--- src/rtl/cfg_stream_pkg.sv ---
`timescale 1ns/1ps
package cfg_stream_pkg;

  localparam int unsigned BYTE_W  = 8;
  localparam int unsigned BIT_IDX_W = $clog2(BYTE_W);

  typedef enum logic {
    MODE_SERIAL   = 1'b0,
    MODE_PARALLEL = 1'b1
  } cfg_mode_e;

  // seeded image content
  function automatic logic [BYTE_W-1:0] img_byte(input int unsigned addr,
                                                 input logic [BYTE_W-1:0] seed);
    logic [31:0] t;
    t = (addr * 32'd37) + {24'd0, seed};
    t = t ^ (addr >> 2);
    return t[BYTE_W-1:0];
  endfunction

endpackage

--- src/rtl/cfg_rom.sv ---
`timescale 1ns/1ps
module cfg_rom
  import cfg_stream_pkg::*;
#(
  parameter int unsigned DEPTH = 2,
  parameter int unsigned AW    = 1,
  parameter logic [BYTE_W-1:0] SEED = 8'h00
) (
  input  logic              clk_i,
  input  logic              arst_ni,
  input  logic              rd_en_i,
  input  logic [AW-1:0]     rd_addr_i,
  output logic [BYTE_W-1:0] q_o
);

  localparam logic [AW-1:0] LAST_IDX = AW'(DEPTH - 1);
  localparam logic [BYTE_W-1:0] Q_RST = img_byte(0, SEED);

  logic [BYTE_W-1:0] mem [DEPTH];

  for (genvar g = 0; g < DEPTH; g++) begin : g_word
    assign mem[g] = img_byte(g, SEED);
  end

  logic [BYTE_W-1:0] rd_word;
  always_comb begin
    rd_word = '0;
    if (rd_addr_i <= LAST_IDX) rd_word = mem[rd_addr_i];
  end

  always_ff @(posedge clk_i or negedge arst_ni) begin
    if (!arst_ni)     q_o <= Q_RST;
    else if (rd_en_i) q_o <= rd_word;
  end

endmodule

--- src/rtl/cfg_addr_ctr.sv ---
`timescale 1ns/1ps
module cfg_addr_ctr
  import cfg_stream_pkg::*;
#(
  parameter int unsigned IMAGE_BYTES = 1,
  parameter int unsigned AW          = 1
) (
  input  logic                 clk_i,
  input  logic                 arst_ni,
  input  logic                 ce_ni,
  input  logic                 par_mode_i,
  output logic [AW-1:0]        addr_o,
  output logic [AW-1:0]        addr_nxt_o,
  output logic [BIT_IDX_W-1:0] bit_idx_o,
  output logic                 byte_step_o,
  output logic                 done_o
);

  localparam logic [AW-1:0]        LAST    = AW'(IMAGE_BYTES);
  localparam logic                 DONE_RST = (IMAGE_BYTES == 0);
  localparam logic [BIT_IDX_W-1:0] BIT_MAX = '1;

  logic [AW-1:0]        addr_q;
  logic [BIT_IDX_W-1:0] bit_q;
  logic                 done_q;
  logic                 step;

  assign step        = !ce_ni && !done_q;
  assign byte_step_o = step && (par_mode_i || (bit_q == BIT_MAX));
  assign addr_nxt_o  = addr_q + 1'b1;

  always_ff @(posedge clk_i or negedge arst_ni) begin
    if (!arst_ni) begin
      addr_q <= '0;
      bit_q  <= '0;
      done_q <= DONE_RST;
    end else begin
      if (step && !par_mode_i) bit_q <= bit_q + 1'b1;
      if (byte_step_o) begin
        addr_q <= addr_nxt_o;
        done_q <= (addr_nxt_o == LAST);
      end
    end
  end

  assign addr_o    = addr_q;
  assign bit_idx_o = bit_q;
  assign done_o    = done_q;

endmodule

--- src/rtl/cfg_out_stage.sv ---
`timescale 1ns/1ps
module cfg_out_stage
  import cfg_stream_pkg::*;
(
  input  logic                 ce_ni,
  input  logic                 done_i,
  input  logic                 par_mode_i,
  input  logic [BYTE_W-1:0]    word_i,
  input  logic [BIT_IDX_W-1:0] bit_idx_i,
  output logic [BYTE_W-1:0]    data_o,
  output logic                 data_oe_o,
  output logic                 ceo_no
);

  logic                 drive;
  logic                 ser_bit;
  logic [BIT_IDX_W-1:0] sel;

  assign drive     = !ce_ni && !done_i;
  assign ceo_no    = !(!ce_ni && done_i);
  assign data_oe_o = drive;
  assign sel       = BIT_IDX_W'(BYTE_W - 1) - bit_idx_i;  // msb first
  assign ser_bit   = word_i[sel];

  for (genvar g = 0; g < BYTE_W; g++) begin : g_lane
    if (g == 0) begin : g_ser
      assign data_o[g] = drive && (par_mode_i ? word_i[g] : ser_bit);
    end else begin : g_par
      assign data_o[g] = drive && par_mode_i && word_i[g];
    end
  end

endmodule

--- src/rtl/cfg_stream_rom.sv ---
`timescale 1ns/1ps
module cfg_stream_rom
  import cfg_stream_pkg::*;
#(
  parameter int unsigned IMAGE_BYTES = 24,
  parameter logic [7:0]  SEED        = 8'h5A
) (
  input  logic       clk_i,
  input  logic       rst_ni,
  input  logic       oe_rst_ni,
  input  logic       ce_ni,
  input  logic       par_mode_i,
  output logic [7:0] data_o,
  output logic       data_oe_o,
  output logic       ceo_no
);

  localparam int unsigned AW    = $clog2(IMAGE_BYTES + 2);
  localparam int unsigned DEPTH = IMAGE_BYTES + 1;

  logic                 arst_n;
  logic [AW-1:0]        addr_w;
  logic [AW-1:0]        addr_nxt_w;
  logic [BIT_IDX_W-1:0] bit_idx_w;
  logic                 byte_step_w;
  logic                 done_w;
  logic [BYTE_W-1:0]    word_w;

  // restart shares the async clear with power-on reset
  assign arst_n = rst_ni & oe_rst_ni;

  cfg_addr_ctr #(
    .IMAGE_BYTES(IMAGE_BYTES),
    .AW         (AW)
  ) u_ctr (
    .clk_i      (clk_i),
    .arst_ni    (arst_n),
    .ce_ni      (ce_ni),
    .par_mode_i (par_mode_i),
    .addr_o     (addr_w),
    .addr_nxt_o (addr_nxt_w),
    .bit_idx_o  (bit_idx_w),
    .byte_step_o(byte_step_w),
    .done_o     (done_w)
  );

  cfg_rom #(
    .DEPTH(DEPTH),
    .AW   (AW),
    .SEED (SEED)
  ) u_rom (
    .clk_i    (clk_i),
    .arst_ni  (arst_n),
    .rd_en_i  (byte_step_w),
    .rd_addr_i(addr_nxt_w),
    .q_o      (word_w)
  );

  cfg_out_stage u_out (
    .ce_ni     (ce_ni),
    .done_i    (done_w),
    .par_mode_i(par_mode_i),
    .word_i    (word_w),
    .bit_idx_i (bit_idx_w),
    .data_o    (data_o),
    .data_oe_o (data_oe_o),
    .ceo_no    (ceo_no)
  );

endmodule

--- config.mk ---
export PLATFORM = sky130hd
export DESIGN_NAME = cfg_stream_rom
export DESIGN_NICKNAME = d
export VERILOG_FILES = /design/src/rtl/cfg_stream_pkg.sv /design/src/rtl/cfg_rom.sv /design/src/rtl/cfg_addr_ctr.sv /design/src/rtl/cfg_out_stage.sv /design/src/rtl/cfg_stream_rom.sv
export SDC_FILE = /design/constraint.sdc
export NUM_CORES = 1
export LEC_CHECK = 0
export CORE_ASPECT_RATIO = 0.75
export CORE_UTILIZATION = 28
export DETAILED_ROUTE_END_ITERATION = 12
export DONT_BUFFER_PORTS = 1
export HOLD_SLACK_MARGIN = 0.03
export SYNTH_ARGS = -nofsm -noshare
export SYNTH_HDL_FRONTEND = slang
export SYNTH_SLANG_ARGS = --single-unit
--- constraint.sdc ---
create_clock -name clk_i -period 2.3 [get_ports clk_i]
set_input_delay 0.23 -clock clk_i [delete_from_list [all_inputs] [get_ports clk_i]]
set_output_delay 0.23 -clock clk_i [all_outputs]
set_load 0.005 [all_outputs]
# Word level (Yosys, flattened, before mapping)
# Memories as Yosys holds them, arrays and structs flattened.
# Cells that the tools add are included.
# op_classes
n_addsub,3
order_cmp,3
eq_ne,2
mux,6
bitwise,2
reduce_logical,18
# op_table
operator,count
$mux 8,3
$logic_and 1x1->1,13
$ge 6x6->1 const B,1
$not 5->6,1
$add 5x1->5 const B,1
$eq 5x5->1 const B,1
$le 5x5->1 const B,1
$logic_not 1->1,4
$lt 3x4->1 const B,1
$add 3x1->3 const B,1
$bmux 1 s3,1
$eq 3x3->1 const B,1
$sub 3x3->3 const A,1
$mux 1,2
$and 1x1->1,1
$logic_or 1x1->1,1
# totals
register_bits,17
mem_bits_ro,256
inputBits,5
out_inout_bits,10
elab_cells,39
memories,1
# memory_table
memory,depth,word_bits,read_ports,rd_ports_with_merged_regs,wr,line_no,text
(no name shown),32,8,1,0,0,cfg_rom.sv:28,if (rd_addr_i <= LAST_IDX) rd_word = mem[rd_addr_i];

# Logic depth before layout (Yosys ltp)
# logic_depth
word_depth,6
depth_mapped,9
depth_no_buf,7

# Cells and area by module
# A second synthesis with hierarchy kept.
# hier_totals
cells_unflattened,135
hier_area_um2,1320.0
# by_module_without_submodules
mod,instances,cells_each,area_per_inst_um2,seq_area_each_um2
cfg_rom,1,81,714.4,205.2
cfg_addr_ctr,1,35,454.2,225.2
cfg_out_stage,1,18,145.1,0.0
cfg_stream_rom,1,1,6.3,0.0

# Worst setup path before layout
# Ideal clock, no wire load.
# synth_path
kind,reg-to-reg
startpoint,"reg u_ctr.addr_q[0], in the netlist u_ctr.addr_o[0]"
endpoint,reg u_rom.q_o[7]
setup_time_ns,0.141
arrival_time_ns,1.911
required_time_ns,2.159
setup_slack_ns,0.248
path_stages_with_launch,10
n_path_buf,2
period_less_slack_ns,2.052
path_cell_list,dfrtp_1 buf_2 inv_1 ha_1 clkbuf_1 nor2b_1 o41ai_1 a21oi_1 o2111ai_1 o311ai_2
# synth_via
elab_chain_len,6
elab_cells_between_ends,7
classes_between,add/sub (1); order compare (1); mux (3); bitwise (1); memory (1)
# synth_lines
element,line_no,text
from (decl),cfg_addr_ctr.sv:23,logic [AW-1:0] addr_q;
from (signal assigned),cfg_addr_ctr.sv:40,addr_q <= addr_nxt_o;
$add 5x1->5 (*),cfg_addr_ctr.sv:30,assign addr_nxt_o = addr_q + 1'b1;
named net addr_nxt_w[0],cfg_stream_rom.sv:23,logic [AW-1:0] addr_nxt_w;
$not 5->6 (not written as such),cfg_rom.sv:28,
$mem_v2 32x8,-,
$mux 8 (not written as such) (2 in a row),cfg_rom.sv:28,
$mux 8 (*),cfg_rom.sv:28,
to (signal assigned),cfg_rom.sv:33,else if (rd_en_i) q_o <= rd_word;
to (decl),cfg_rom.sv:13,output logic [BYTE_W-1:0] q_o
# Mark *: on every way through the listed nets, which the timed path passes. The rest lies on a longest branch. The select of a mux whose other input is x is not followed.
# A chain may end at the register's enable or synchronous reset.

# Worst setup path in the final report
# layout_path
startpoint,"reg u_ctr.addr_q[0], in the netlist u_ctr.addr_o[0]"
endpoint,reg u_rom.q_o[7]
# layout_via
elab_chain_len,6
elab_cells_between_ends,7
classes_between,add/sub (1); order compare (1); mux (3); bitwise (1); memory (1)
# layout_lines
element,line_no
$add 5x1->5 (*),cfg_addr_ctr.sv:30
$not 5->6 (not written as such),cfg_rom.sv:28
$mem_v2 32x8,-
$mux 8 (not written as such) (2 in a row),cfg_rom.sv:28
$mux 8 (*),cfg_rom.sv:28
# Mark *: on every way between the ends. The rest lies on a longest branch, timed or not. The select of a mux whose other input is x is not followed.

==> results summary <==
The clock transition at the registers of the reported paths is 80 ps. The dominant combinational cell family by area after synthesis is simple AND/OR/NAND/NOR gates. In the routed layout, each cell is associated on average with a via count of approximately 5.5. The H-tree level count came out at 1.

The number of nets produced by synthesis is 219. Yosys mapped a number of flops with a built-in enable equal to 0. The min-delay analysis places its worst path in the category input pin to asynchronous set/reset pin.

TritonCTS built the clock tree. Once the floorplan was initialized, standard cells occupied 29.3% of the core. After synthesis, the mean cell area works out to 8.46 um2. The clock drives 17 sinks. The part of the Yosys area used for sequential elements is 24.9%. The placer congestion estimate came out at approximately 0.88. STA puts the critical path data arrival time at ~2300 ps.

The register bit total from synthesis came out at 17. After detailed routing, the average wire length per cell comes to roughly 16 um. The longest clock path from root to sink contains 2 buffers. The normalized max-slew margin is 49.3%. The worst setup skew after layout came out at 4.77 ps. The pre-CTS worst setup slack came out at 147 ps. For this run, the number of Yosys warnings is 0. Traced cell by cell, the critical path runs through ha_1, and3b_1, o221a_4, or2_4, a21o_1, o311ai_2. The number of global-route vias before repair came out at 1,440. The final net count is 230.

The clock root buffer is clkbuf_8. The smallest setup slack after layout came out at between 150 and 200 ps. The adder-cell area share of the yosys netlist came out at 8.41%. The total wire length after detailed routing is ~4700 um. The number of buffers created by CTS is 3.

The DRC violation total after the first TritonRoute iteration came out at 147. The endpoint identified for the worst register-to-register timing path is u_rom.q_o[7]. The floorplan has 24 rows. In this run the power density over the cells is 1740 nW/um2.

The leftover overflow at the end of global routing is 0. The largest net degree at the start of global routing came out at 18. Setup repair after global routing left no endpoint under its margin. The portion of the clock cycle consumed by the worst path in the final layout is about 92%. Counting I/O delays and the setup requirement, the final critical path takes 2110 ps.

The first-pass GRT wire length is 7660 um. The run finished with clean final reports. The DRC violations left came out at 0. In this run the worst setup path terminates at u_rom.q_o[7].

The total core area came out at 5890 um2. The area fraction in compound gates after synthesis is 23.4%. Setup violations remaining at the end of the flow were counted as 0.

The count of inserted antenna diode cells is 0. The overall power came out at 3.40 mW. The simple-gate area share of the yosys netlist came out at 24.0%.

The number of port buffers came out at 0. The stage delay of the slowest cell on the critical path came out at 470 ps. The post-synthesis mux area share came out at 5.66%. The required time at the endpoint of the critical path came out at 2470 ps.

The number of antenna violations at the first check in global routing is 0. The die is 70.0 um tall. The setup check on the worst reg-to-reg path leaves a slack of 190 ps.

The number of hold violations in the final report is 0. The count of buffer and inverter cells on the critical path is 0. The final-report max-slew violation count is 0. The top cell family by delay on the critical path is compound AO/OA/AOI/OAI gates. The worst setup path is of the flop to flop kind. The signed area change from the synthesized netlist to the final layout came out at 13.4%. The synthesized netlist contains 62 unique library cells. Counting cells, the worst reg-to-reg path comes to 6. In this run the static leakage power is 0.812 nW.

The fraction of registers with async set/reset is 100%. The detailed-router iteration count before antenna repair is 4. The number of maximum-capacitance violations came out at 0. The final-layout setup total negative slack is 0 ps. STA classifies the critical path endpoint as a flop. The worst-margin pin slew came out at around 760 ps. The width of the chip came out at 92.6 um.

The worst-case IR drop observed on VDD is 0.702 mV. Detailed placement finished with a half-perimeter wire length of 3640 um. The xor and xnor area share after synthesis is 7.54%.

The combined area of all synthesized cells is 1730 um2. The die covers 6480 um2. The fraction of layout cells with a size suffix above 1 came out at between 20% and 30%. The maximum fanout along the worst path is 8. The clock reaches the later pin of the worst-skew pair after 270 ps. The routed layout has 1,599 vias. During I/O placement, the number of pins put on the boundary was 15. The maximum clock rate is 475 MHz.

The critical path starts at u_ctr.addr_o[0]. The largest individual stage delay along the critical path comes from the cell dfrtp_2. The number of logic stages on the critical path including buffering came out at 6. At the end of the flow the core is filled with cells to approximately 33%.

The cell count after synthesis came out at roughly 200. The total global routing track utilization came out at 15.3%. The number of nets with antenna violations after routing is 0. In this run the critical register-to-register path is launched from u_ctr.addr_o[0]. The worst setup path is launched from a flop. Among all flip-flop cells after synthesis, the most frequent one is dfrtp_1.
-- kinds of logic after synthesis --
| group | Yosys count |
|---|---|
| buffers and inverters | 22 |
| XOR/XNOR | 11 |
| flip-flops | 17 |
| multiplexers | 7 |
| AND/OR/NAND/NOR | 82 |
| adder cells (fa/ha/maj) | 12 |
| AO/OA/AOI/OAI | 53 |
-- synth_stat cells, types with 3 or more instances --
cell type | n | area, um2
a21oi_1 | 7 | 35.0
a31oi_1 | 4 | 25.0
clkbuf_1 | 3 | 11.3
nor2_1 | 16 | 60.1
ha_1 | 10 | 125
o21ai_1 | 6 | 30.0
nor3_1 | 6 | 30.0
xnor2_1 | 6 | 52.6
buf_2 | 8 | 40.0
a221oi_1 | 4 | 35.0
nand2_1 | 26 | 97.6
buf_4 | 3 | 22.5
dfstp_2 | 4 | 105
nor2b_1 | 6 | 37.5
mux2i_1 | 3 | 30.0
inv_1 | 4 | 15.0
a211oi_1 | 3 | 22.5
nand3_1 | 6 | 30.0
dfrtp_1 | 13 | 325
and3_1 | 7 | 43.8
o21ai_0 | 3 | 15.0
-- worst min path at each step --
stage / endpoint / from / slack (ps)
floorplan: u_ctr.addr_o[0] / oe_rst_ni / 250
global placement: u_ctr.bit_idx_o[2] / oe_rst_ni / 350
detailed placement: u_ctr.bit_idx_o[1] / oe_rst_ni / 360
CTS: u_ctr.bit_idx_o[1] / oe_rst_ni / 70
global route: u_ctr.bit_idx_o[0] / oe_rst_ni / 120
finish: u_rom.q_o[5] / oe_rst_ni / 40
-- area by class of cell --
cell class	instances	area, um2
inverters	6	22.5
multi-input cells	165	1190
well taps	78	97.6
clock inverters	1	7.51
repair buffers	22	165
fillers	625	3930
clock buffers	3	41.3
flip-flops and latches	17	432
-- layer usage --
layer / track usage, % / vias to the layer above / wire (um)
met5: 0 / - / 0
met4: 4.96 / 0 / 70
met3: 3.59 / 11 / 440
met2: 20.1 / 57 / 1830
met1: 24.0 / 761 / 2340
li1: - / 770 / -
-- metrics by stage --
stage / hold slack [ps] / cell area (um2) / instances
5_1_grt: 115 / 1960 / 292
3_5_place_dp: 357 / 1910 / 288
3_3_place_gp: 351 / 1910 / 288
6_report: 40.5 / 1960 / 292
2_1_floorplan: 252 / 1730 / 204
4_1_cts: 68.4 / 1960 / 292
-- flip-flops by register name, indices dropped and copies added, names as in the netlist --
name	count
u_ctr.addr_o	5
u_ctr.done_o	1
u_rom.q_o	8
u_ctr.bit_idx_o	3
-- layout by cell type (no fill, tap or decap), types with 3 or more instances in the layout --
master     n
o21ai_1    6
nor2_1    16
buf_4     22
dfstp_2    4
xnor2_1    6
ha_1      10
a31oi_1    4
nand2_1   26
mux2i_1    3
nor3_1     6
nor2b_1    6
dfrtp_1   12
o21ai_0    3
a21oi_1    7
and3_1     7
clkbuf_8   3
a211oi_1   3
nand3_1    6
inv_1      4
a221oi_1   4
-- repair_timing --
item / 4_1_cts / 5_1_grt
resized for setup: 0 / 1
hold buffers: 0 / 0
buffers inserted: 0 / 0
setup endpoints to repair: 0 / 2
-- power by group --
group | leakage, nW | total [mW] | internal, mW | switching, mW
logic | 0.588 | 2.45 | 1.12 | 1.33
clock network | 0.0217 | 0.249 | 0.123 | 0.126
registers | 0.203 | 0.705 | 0.465 | 0.240
Note: power is estimated with default switching activity, not from simulation.
